<file path="src/rtl/sdram_act_pkg.sv">
package sdram_act_pkg;

   localparam logic [2:0] CMD_NOP = 3'd0;
   localparam logic [2:0] CMD_ACT = 3'd1;
   localparam logic [2:0] CMD_RD  = 3'd2;
   localparam logic [2:0] CMD_WR  = 3'd3;
   localparam logic [2:0] CMD_PRE = 3'd4;

   typedef struct packed {
      logic cs_n;
      logic ras_n;
      logic cas_n;
      logic we_n;
   } pin_cmd_t;

   localparam pin_cmd_t PINS_NOP = '{cs_n: 1'b0, ras_n: 1'b1, cas_n: 1'b1, we_n: 1'b1};

   // Round a nanosecond limit up to whole clocks of a picosecond period.
   function automatic int ns_to_cyc(input int lim_ns, input int per_ps);
      return (lim_ns * 1000 + per_ps - 1) / per_ps;
   endfunction

   function automatic int max2(input int a, input int b);
      return (a > b) ? a : b;
   endfunction

   function automatic pin_cmd_t encode_cmd(input logic [2:0] cmd);
      pin_cmd_t p;
      case (cmd)
         CMD_ACT: p = '{cs_n: 1'b0, ras_n: 1'b0, cas_n: 1'b1, we_n: 1'b1};
         CMD_RD:  p = '{cs_n: 1'b0, ras_n: 1'b1, cas_n: 1'b0, we_n: 1'b1};
         CMD_WR:  p = '{cs_n: 1'b0, ras_n: 1'b1, cas_n: 1'b0, we_n: 1'b0};
         CMD_PRE: p = '{cs_n: 1'b0, ras_n: 1'b0, cas_n: 1'b1, we_n: 1'b0};
         default: p = PINS_NOP;
      endcase
      return p;
   endfunction

endpackage

</file>
<file path="src/rtl/sdram_gap_timer.sv">
module sdram_gap_timer #(
   parameter int CW    = 3,
   parameter int GAP_C = 2
) (
   input  logic clk,
   input  logic rst_n,
   input  logic load,
   output logic zero_o
);
   initial begin
      assert (GAP_C >= 0 && GAP_C < (1 << CW) + 1)
         else $error("gap %0d does not fit counter width %0d", GAP_C, CW);
   end

   generate
      if (GAP_C <= 1) begin : g_free
         // A gap of one cycle or less is always met on the next edge.
         logic unused_in;
         assign unused_in = ^{clk, rst_n, load};
         assign zero_o    = 1'b1;
      end else begin : g_count
         localparam logic [CW-1:0] LOADV = CW'(GAP_C - 1);
         logic [CW-1:0] cnt;

         always_ff @(posedge clk) begin
            if (!rst_n)              cnt <= '0;
            else if (load)           cnt <= LOADV;
            else if (cnt != '0)      cnt <= cnt - CW'(1);
         end
         assign zero_o = (cnt == '0);

         // every running spacing timer steps down by one per clock
         assert_count_down_R3: assert property (@(posedge clk) disable iff (!rst_n)
            (cnt != '0 && !load) |=> (cnt == $past(cnt) - CW'(1)));
      end
   endgenerate
endmodule

</file>
<file path="src/rtl/sdram_bank_ctx.sv">
module sdram_bank_ctx #(
   parameter int CW    = 3,
   parameter int RCD_C = 2,
   parameter int RC_C  = 7,
   parameter int RP_C  = 2,
   parameter int ROW_W = 11
) (
   input  logic             clk,
   input  logic             rst_n,
   input  logic             act_iss,
   input  logic             pre_iss,
   input  logic [ROW_W-1:0] row_in,
   output logic             open_o,
   output logic [ROW_W-1:0] row_o,
   output logic             rcd_ok,
   output logic             rc_ok,
   output logic             rp_ok
);
   logic open_q;
   logic [ROW_W-1:0] row_q;

   always_ff @(posedge clk) begin
      if (!rst_n) begin
         open_q <= 1'b0;
         row_q  <= '0;
      end else if (act_iss) begin
         open_q <= 1'b1;
         row_q  <= row_in;
      end else if (pre_iss) begin
         open_q <= 1'b0;
      end
   end

   sdram_gap_timer #(.CW(CW), .GAP_C(RCD_C)) i_rcd (
      .clk(clk), .rst_n(rst_n), .load(act_iss), .zero_o(rcd_ok));
   sdram_gap_timer #(.CW(CW), .GAP_C(RC_C)) i_rc (
      .clk(clk), .rst_n(rst_n), .load(act_iss), .zero_o(rc_ok));
   sdram_gap_timer #(.CW(CW), .GAP_C(RP_C)) i_rp (
      .clk(clk), .rst_n(rst_n), .load(pre_iss), .zero_o(rp_ok));

   assign open_o = open_q;
   assign row_o  = row_q;

   assert_act_opens_R1: assert property (@(posedge clk) disable iff (!rst_n)
      act_iss |=> open_o);
   assert_pre_closes_R7: assert property (@(posedge clk) disable iff (!rst_n)
      pre_iss |=> !open_o);
endmodule

</file>
<file path="src/rtl/sdram_pin_drv.sv">
module sdram_pin_drv
   import sdram_act_pkg::*;
#(
   parameter int BA_W  = 2,
   parameter int ROW_W = 11
) (
   input  logic             clk,
   input  logic             rst_n,
   input  logic [2:0]       cmd_eff,
   input  logic [BA_W-1:0]  bank_in,
   input  logic [ROW_W-1:0] addr_in,
   output logic             cke,
   output pin_cmd_t         pins,
   output logic [BA_W-1:0]  ba,
   output logic [ROW_W-1:0] addr
);
   pin_cmd_t nxt;
   assign nxt = encode_cmd(cmd_eff);

   always_ff @(posedge clk) begin
      if (!rst_n) begin
         cke  <= 1'b0;
         pins <= PINS_NOP;
         ba   <= '0;
         addr <= '0;
      end else begin
         cke  <= 1'b1;
         pins <= nxt;
         if (nxt != PINS_NOP) begin
            ba   <= bank_in;
            addr <= addr_in;
         end
      end
   end

   assert_cke_high_R10: assert property (@(posedge clk) disable iff (!rst_n)
      1'b1 |=> cke);
endmodule

</file>
<file path="src/rtl/sdram_act_tracker.sv">
module sdram_act_tracker
   import sdram_act_pkg::*;
#(
   parameter int T_CK_PS  = 10000,
   parameter int T_RCD_NS = 20,
   parameter int T_RC_NS  = 70,
   parameter int T_RRD_NS = 15,
   parameter int T_RP_NS  = 20,
   parameter int BANKS    = 4,
   parameter int ROW_W    = 11
) (
   input  logic                       clk,
   input  logic                       rst_n,
   input  logic [2:0]                 req_cmd,
   input  logic [$clog2(BANKS)-1:0]   req_bank,
   input  logic [ROW_W-1:0]           req_addr,
   input  logic                       force_issue,
   output logic                       grant,
   output logic                       stall,
   output logic                       row_hit,
   output logic [BANKS-1:0]           bank_open,
   output logic [5:0]                 viol,
   output logic                       cke,
   output logic                       cs_n,
   output logic                       ras_n,
   output logic                       cas_n,
   output logic                       we_n,
   output logic [$clog2(BANKS)-1:0]   ba,
   output logic [ROW_W-1:0]           addr
);
   localparam int BA_W  = $clog2(BANKS);
   localparam int RCD_C = ns_to_cyc(T_RCD_NS, T_CK_PS);
   localparam int RC_C  = ns_to_cyc(T_RC_NS, T_CK_PS);
   localparam int RRD_C = ns_to_cyc(T_RRD_NS, T_CK_PS);
   localparam int RP_C  = ns_to_cyc(T_RP_NS, T_CK_PS);
   localparam int MAXC  = max2(max2(RCD_C, RC_C), max2(RRD_C, RP_C));
   localparam int CW    = (MAXC < 2) ? 1 : $clog2(MAXC);

   initial begin
      assert (T_CK_PS > 0) else $error("clock period must be positive");
      assert (BANKS == (1 << BA_W) && BANKS >= 2) else $error("bank count must be a power of two");
      assert (RC_C >= RRD_C) else $error("same-bank spacing shorter than any-bank spacing");
   end

   logic is_act, is_rw, is_pre;
   assign is_act = (req_cmd == CMD_ACT);
   assign is_rw  = (req_cmd == CMD_RD) || (req_cmd == CMD_WR);
   assign is_pre = (req_cmd == CMD_PRE);

   logic [BANKS-1:0] rcd_ok, rc_ok, rp_ok;
   logic [ROW_W-1:0] bank_row [BANKS];
   logic             rrd_ok;
   logic             issue;

   generate
      for (genvar b = 0; b < BANKS; b++) begin : g_bank
         logic hit_b;
         assign hit_b = issue && (req_bank == BA_W'(b));
         sdram_bank_ctx #(
            .CW(CW), .RCD_C(RCD_C), .RC_C(RC_C), .RP_C(RP_C), .ROW_W(ROW_W)
         ) i_ctx (
            .clk(clk), .rst_n(rst_n),
            .act_iss(hit_b && is_act), .pre_iss(hit_b && is_pre),
            .row_in(req_addr), .open_o(bank_open[b]), .row_o(bank_row[b]),
            .rcd_ok(rcd_ok[b]), .rc_ok(rc_ok[b]), .rp_ok(rp_ok[b]));
      end
   endgenerate

   sdram_gap_timer #(.CW(CW), .GAP_C(RRD_C)) i_rrd (
      .clk(clk), .rst_n(rst_n), .load(issue && is_act), .zero_o(rrd_ok));

   // Rules broken by the current request, in viol bit order.
   logic       sel_open;
   logic [5:0] brk;
   assign sel_open = bank_open[req_bank];
   assign brk[0] = is_rw  && !sel_open;
   assign brk[1] = is_rw  && !rcd_ok[req_bank];
   assign brk[2] = is_act && sel_open;
   assign brk[3] = is_act && !rc_ok[req_bank];
   assign brk[4] = is_act && !rrd_ok;
   assign brk[5] = is_act && !rp_ok[req_bank];

   assign grant   = (brk == '0);
   assign stall   = !grant;
   assign issue   = grant || force_issue;
   assign row_hit = sel_open && (bank_row[req_bank] == req_addr);

   logic [5:0] viol_q;
   always_ff @(posedge clk) begin
      if (!rst_n) viol_q <= '0;
      else        viol_q <= viol_q | (brk & {6{force_issue}});
   end
   assign viol = viol_q;

   pin_cmd_t   pins;
   logic [2:0] cmd_eff;
   assign cmd_eff = issue ? req_cmd : CMD_NOP;

   sdram_pin_drv #(.BA_W(BA_W), .ROW_W(ROW_W)) i_pins (
      .clk(clk), .rst_n(rst_n), .cmd_eff(cmd_eff), .bank_in(req_bank),
      .addr_in(req_addr), .cke(cke), .pins(pins), .ba(ba), .addr(addr));

   assign cs_n  = pins.cs_n;
   assign ras_n = pins.ras_n;
   assign cas_n = pins.cas_n;
   assign we_n  = pins.we_n;

   assert_stall_nop_R2: assert property (@(posedge clk) disable iff (!rst_n)
      (stall && !force_issue) |=> ({cs_n, ras_n, cas_n, we_n} == 4'b0111));
   assert_viol_sticky_R9: assert property (@(posedge clk) disable iff (!rst_n)
      (viol_q != '0) |=> ((viol_q & $past(viol_q)) == $past(viol_q)));
endmodule

</file>
<file path="config.mk">
export PLATFORM = sky130hd
export DESIGN_NAME = sdram_act_tracker
export DESIGN_NICKNAME = d
export VERILOG_FILES = /design/src/rtl/sdram_act_pkg.sv /design/src/rtl/sdram_gap_timer.sv /design/src/rtl/sdram_bank_ctx.sv /design/src/rtl/sdram_pin_drv.sv /design/src/rtl/sdram_act_tracker.sv
export SDC_FILE = /design/constraint.sdc
export NUM_CORES = 1
export LEC_CHECK = 0
export CAP_MARGIN = 5
export CORE_MARGIN = 1
export CORE_UTILIZATION = 40
export CTS_CLUSTER_DIAMETER = 150
export DETAILED_ROUTE_END_ITERATION = 10
export DONT_BUFFER_PORTS = 1
export SYNTH_ARGS = -nofsm -noshare
export SYNTH_HDL_FRONTEND = slang
export SYNTH_HIERARCHICAL = 1
export SYNTH_SLANG_ARGS = --single-unit
</file>
<file path="constraint.sdc">
create_clock -name clk -period 2.8 [get_ports clk]
set_input_delay 0.14 -clock clk [delete_from_list [all_inputs] [get_ports clk]]
set_output_delay 0.14 -clock clk [all_outputs]
set_load 0.05 [all_outputs]
</file>
==> run_results.csv <==
group,metric,value,unit
grt,grt_max_degree,115,
place,dpl.hpwl,7420,um
floorplan,io_pins,50,
timing,whs,0.0449,ns
finish,final_util,0.464,
timing,post-route-min-period,2.71,ns
synthesis,synth_edf_count,0,
drt,vias,3879,
outcome,status,"finished clean",
synthesis,yosysTopAreaCellShare,0.390,
min_path,worstHoldPathType,"in -> reg",
finish,antenna_cells,0,
power,seqPwrFrac,0.419,
finish,area_growth,13.7,%
timing,fin_crit_sh,0.968,
finish,finalNonFillerCells,762,
synthesis,synth_flop_cell,"dfxtp_1",
grt,grt_pass1_vias,3857,
drt,drt-initial-drc-count,182,
place,port_buffers,0,
clock_network,clk_pin_slew,0.07,ns
synthesis,syn_area_per_cell,10.3,sq um
drt,vias_per_cell,5.09,
grt,grtUsageTotal,0.163,
drt,wire_per_inst,15.2,um
power,power_density,782,nW/um^2
synthesis,synth_area,5640,sq um
power,p_sw_frac,0.332,
power,ir_drop,0.000379,V
grt,antenna_found_initial,0,
drt,first_pass_iters,4,
timing,drv_slew,0,
critical_path,cp_cell_sequence,"nor2_1 -> ha_1 -> mux4_2 -> nand4b_1 -> o21ai_1 -> o31a_1 -> nor2_4 -> xnor2_4 -> clkbuf_16 -> mux2i_1",
drt,drcViolationCount,0,
clock_network,ctsHtreeMaxLevel,3,
synthesis,yosysWarningCount,6,
floorplan,coreArea,13800,sq um
power,power_frac_comb,0.317,
timing,relSlewSlack,0.575,
critical_path,critical_path_arrival,2.99,ns
place,gp_congestion,0.725,
critical_path,worstSetupEndpointType,"register",
grt,grt_pass1_wl,18700,um
clock_network,clk_latency,0.35,ns
synthesis,yosysTopAreaCell,"dfxtp_1",
clock_network,cts_tree,"done",
power,p_sw,1.66,mW
timing,tightest_slew,0.631,ns
drt,wl,11600,um
timing,fin_skew,0.0147,ns
floorplan,rows,43,
synthesis,netlist_instances,549,
critical_path,cp.required,3.08,ns
place,placed_cell_area,5860,sq um
synthesis,yosys.cell_count.top_type,"dfxtp_1",
critical_path,critical_path_class,"reg -> reg",
timing,max_freq,369,MHz
critical_path,slowest_stage,"mux4_2",
synthesis,async_reset_ff_frac,0,
finish,final_area,6410,sq um
clock_network,cts_root_buf,"clkbuf_16",
power,power,5.02,mW
timing,hold_viol,0,
drt,ant_nets,0,
floorplan,initial_utilization,0.408,
place,dp.cells,726,
floorplan,die_width,121,um
power,leakage,2.47,nW
synthesis,yosysSeqAreaShare,0.390,
synthesis,synth-seq-cells,110,
synthesis,synthTopCellsByArea,"dfxtp_1 (39%), mux2i_1 (12%), nor2b_1 (6.4%)",
timing,setup_slack,0.0909,ns
finish,final_nets,622,
synthesis,synth_common_cells,"dfxtp_1 (110), mux2i_1 (65), nor2b_1 (58), inv_1 (46), nand2_1 (31)",
job,maxCapViolations,0,
clock_network,cts_made_buffers,9,
critical_path,start_kind,"register",
power,clkPwrFrac,0.264,
finish,drive_gt1_frac,0.141,
critical_path,critPathBufInv,1,
timing,setup_violations,0,
grt,grt-ovfl-total,0,
synthesis,synth_cell_types,49,
floorplan,dieArea,14600,sq um
critical_path,path_delay_family,"multiplexers",
timing,setup_tns,0,ns
critical_path,critPathMaxFanout,6,
critical_path,critPathMaxStageDelay,0.53,ns
synthesis,synth_nets,594,
power,p_int,3.35,mW
floorplan,die_y,121,um
clock_network,clock_sinks,110,
place,pre_cts_slack,0.0969,ns
clock_network,cts.path.max_buffers,2,
[timing repair]
action / CTS / global route
endpoints found under the hold margin: 103 / 0
gates resized for setup: 0 / 13
hold buffers: 16 / 0
setup endpoints to repair: 0 / 17
buffers inserted: 0 / 3
[cell usage in the layout, fill, tap and decap left out, types with 10 or more instances in the layout]
master / netlist / layout
nand2b_1: 12 / 12
nor2b_1: 58 / 58
xnor2_1: 11 / 11
clkbuf_16: 0 / 10
mux2i_1: 65 / 65
dlygate4sd3_1: 0 / 15
nor4b_1: 13 / 13
ha_1: 26 / 23
o21a_1: 17 / 17
buf_4: 1 / 18
nor2_1: 19 / 16
nand2_1: 31 / 31
a211oi_1: 18 / 17
inv_1: 46 / 46
dfxtp_1: 110 / 106
nor3b_1: 13 / 13
[worst register-to-register path, delay by kind of cell, from the launching register on]
family / cells / cell delay (ns)
buf+inv: 1 / 0.22
compound gates: 2 / 0.41
xor+xnor: 1 / 0.19
fa+ha+maj: 1 / 0.27
flops: 1 / 0.39
simple gates: 3 / 0.46
mux: 2 / 0.71
[metal layers]
metal	vias up	track usage	wire length (um)
met3	4	0.0462	493
met1	1883	0.192	5270
met4	0	0.0525	60
met5	-	0	0
met2	56	0.283	5760
li1	1936	-	-
[final timing paths]
check	end	cells past startpoint	from	slack, ns
setup / recovery	i_pins/addr[7]	10	g_bank[3].i_ctx/i_rc/g_count.cnt[0]	0.09
hold / removal	g_bank[0].i_ctx/open_o	2	req_bank[0]	0.04
setup reg to reg	i_pins/addr[7]	10	g_bank[3].i_ctx/i_rc/g_count.cnt[0]	0.09
hold reg to reg	g_bank[1].i_ctx/row_o[1]	2	g_bank[1].i_ctx/row_o[1]	0.52
[cell families (layout without fill, tap and decap cells)]
logic type,count (synthesis),after routing,synth area share
AND/OR/NAND/NOR,189,189,0.209
AO/OA/AOI/OAI,59,59,0.0792
multiplexers,80,80,0.175
buffers and inverters,65,98,0.0568
XOR/XNOR,19,19,0.0308
other,1,1,0.000665
flip-flops,110,110,0.390
adder cells (fa/ha/maj),26,26,0.0577
[sequential cells by signal (all words and copies together), names as in the netlist]
register and count:
i_pins/addr 11, g_bank.i_ctx/i_rcd/g_count.cnt 12, i_rrd/g_count.cnt 3, g_bank.i_ctx/i_rp/g_count.cnt 12
i_pins/pins 3, i_pins/ba 2, viol 6, g_bank.i_ctx/i_rc/g_count.cnt 12
g_bank.i_ctx/open_o 4, i_pins/cke 1, g_bank.i_ctx/row_o 44
[cell type report]
cell class	instances	area (sq um)
Inverter	46	173
Sequential cell	110	2210
Clock inverter	5	63.8
Fill cell	1254	7410
Multi-Input combinational cell	374	3140
Timing Repair Buffer	36	358
Clock buffer	11	243
Tap cell	180	225
[power groups by stage]
stage               Combinational [mW]  Clock [mW]  Sequential (mW)
floorplan                         1.25           0             2.08
global placement                  1.39           0             2.11
detailed placement                1.48           0             2.13
CTS                               1.54        1.37             2.10
global route                      1.79        1.43             2.14
finish                            1.59        1.33             2.10
Note: power is estimated with default switching activity, not from simulation.
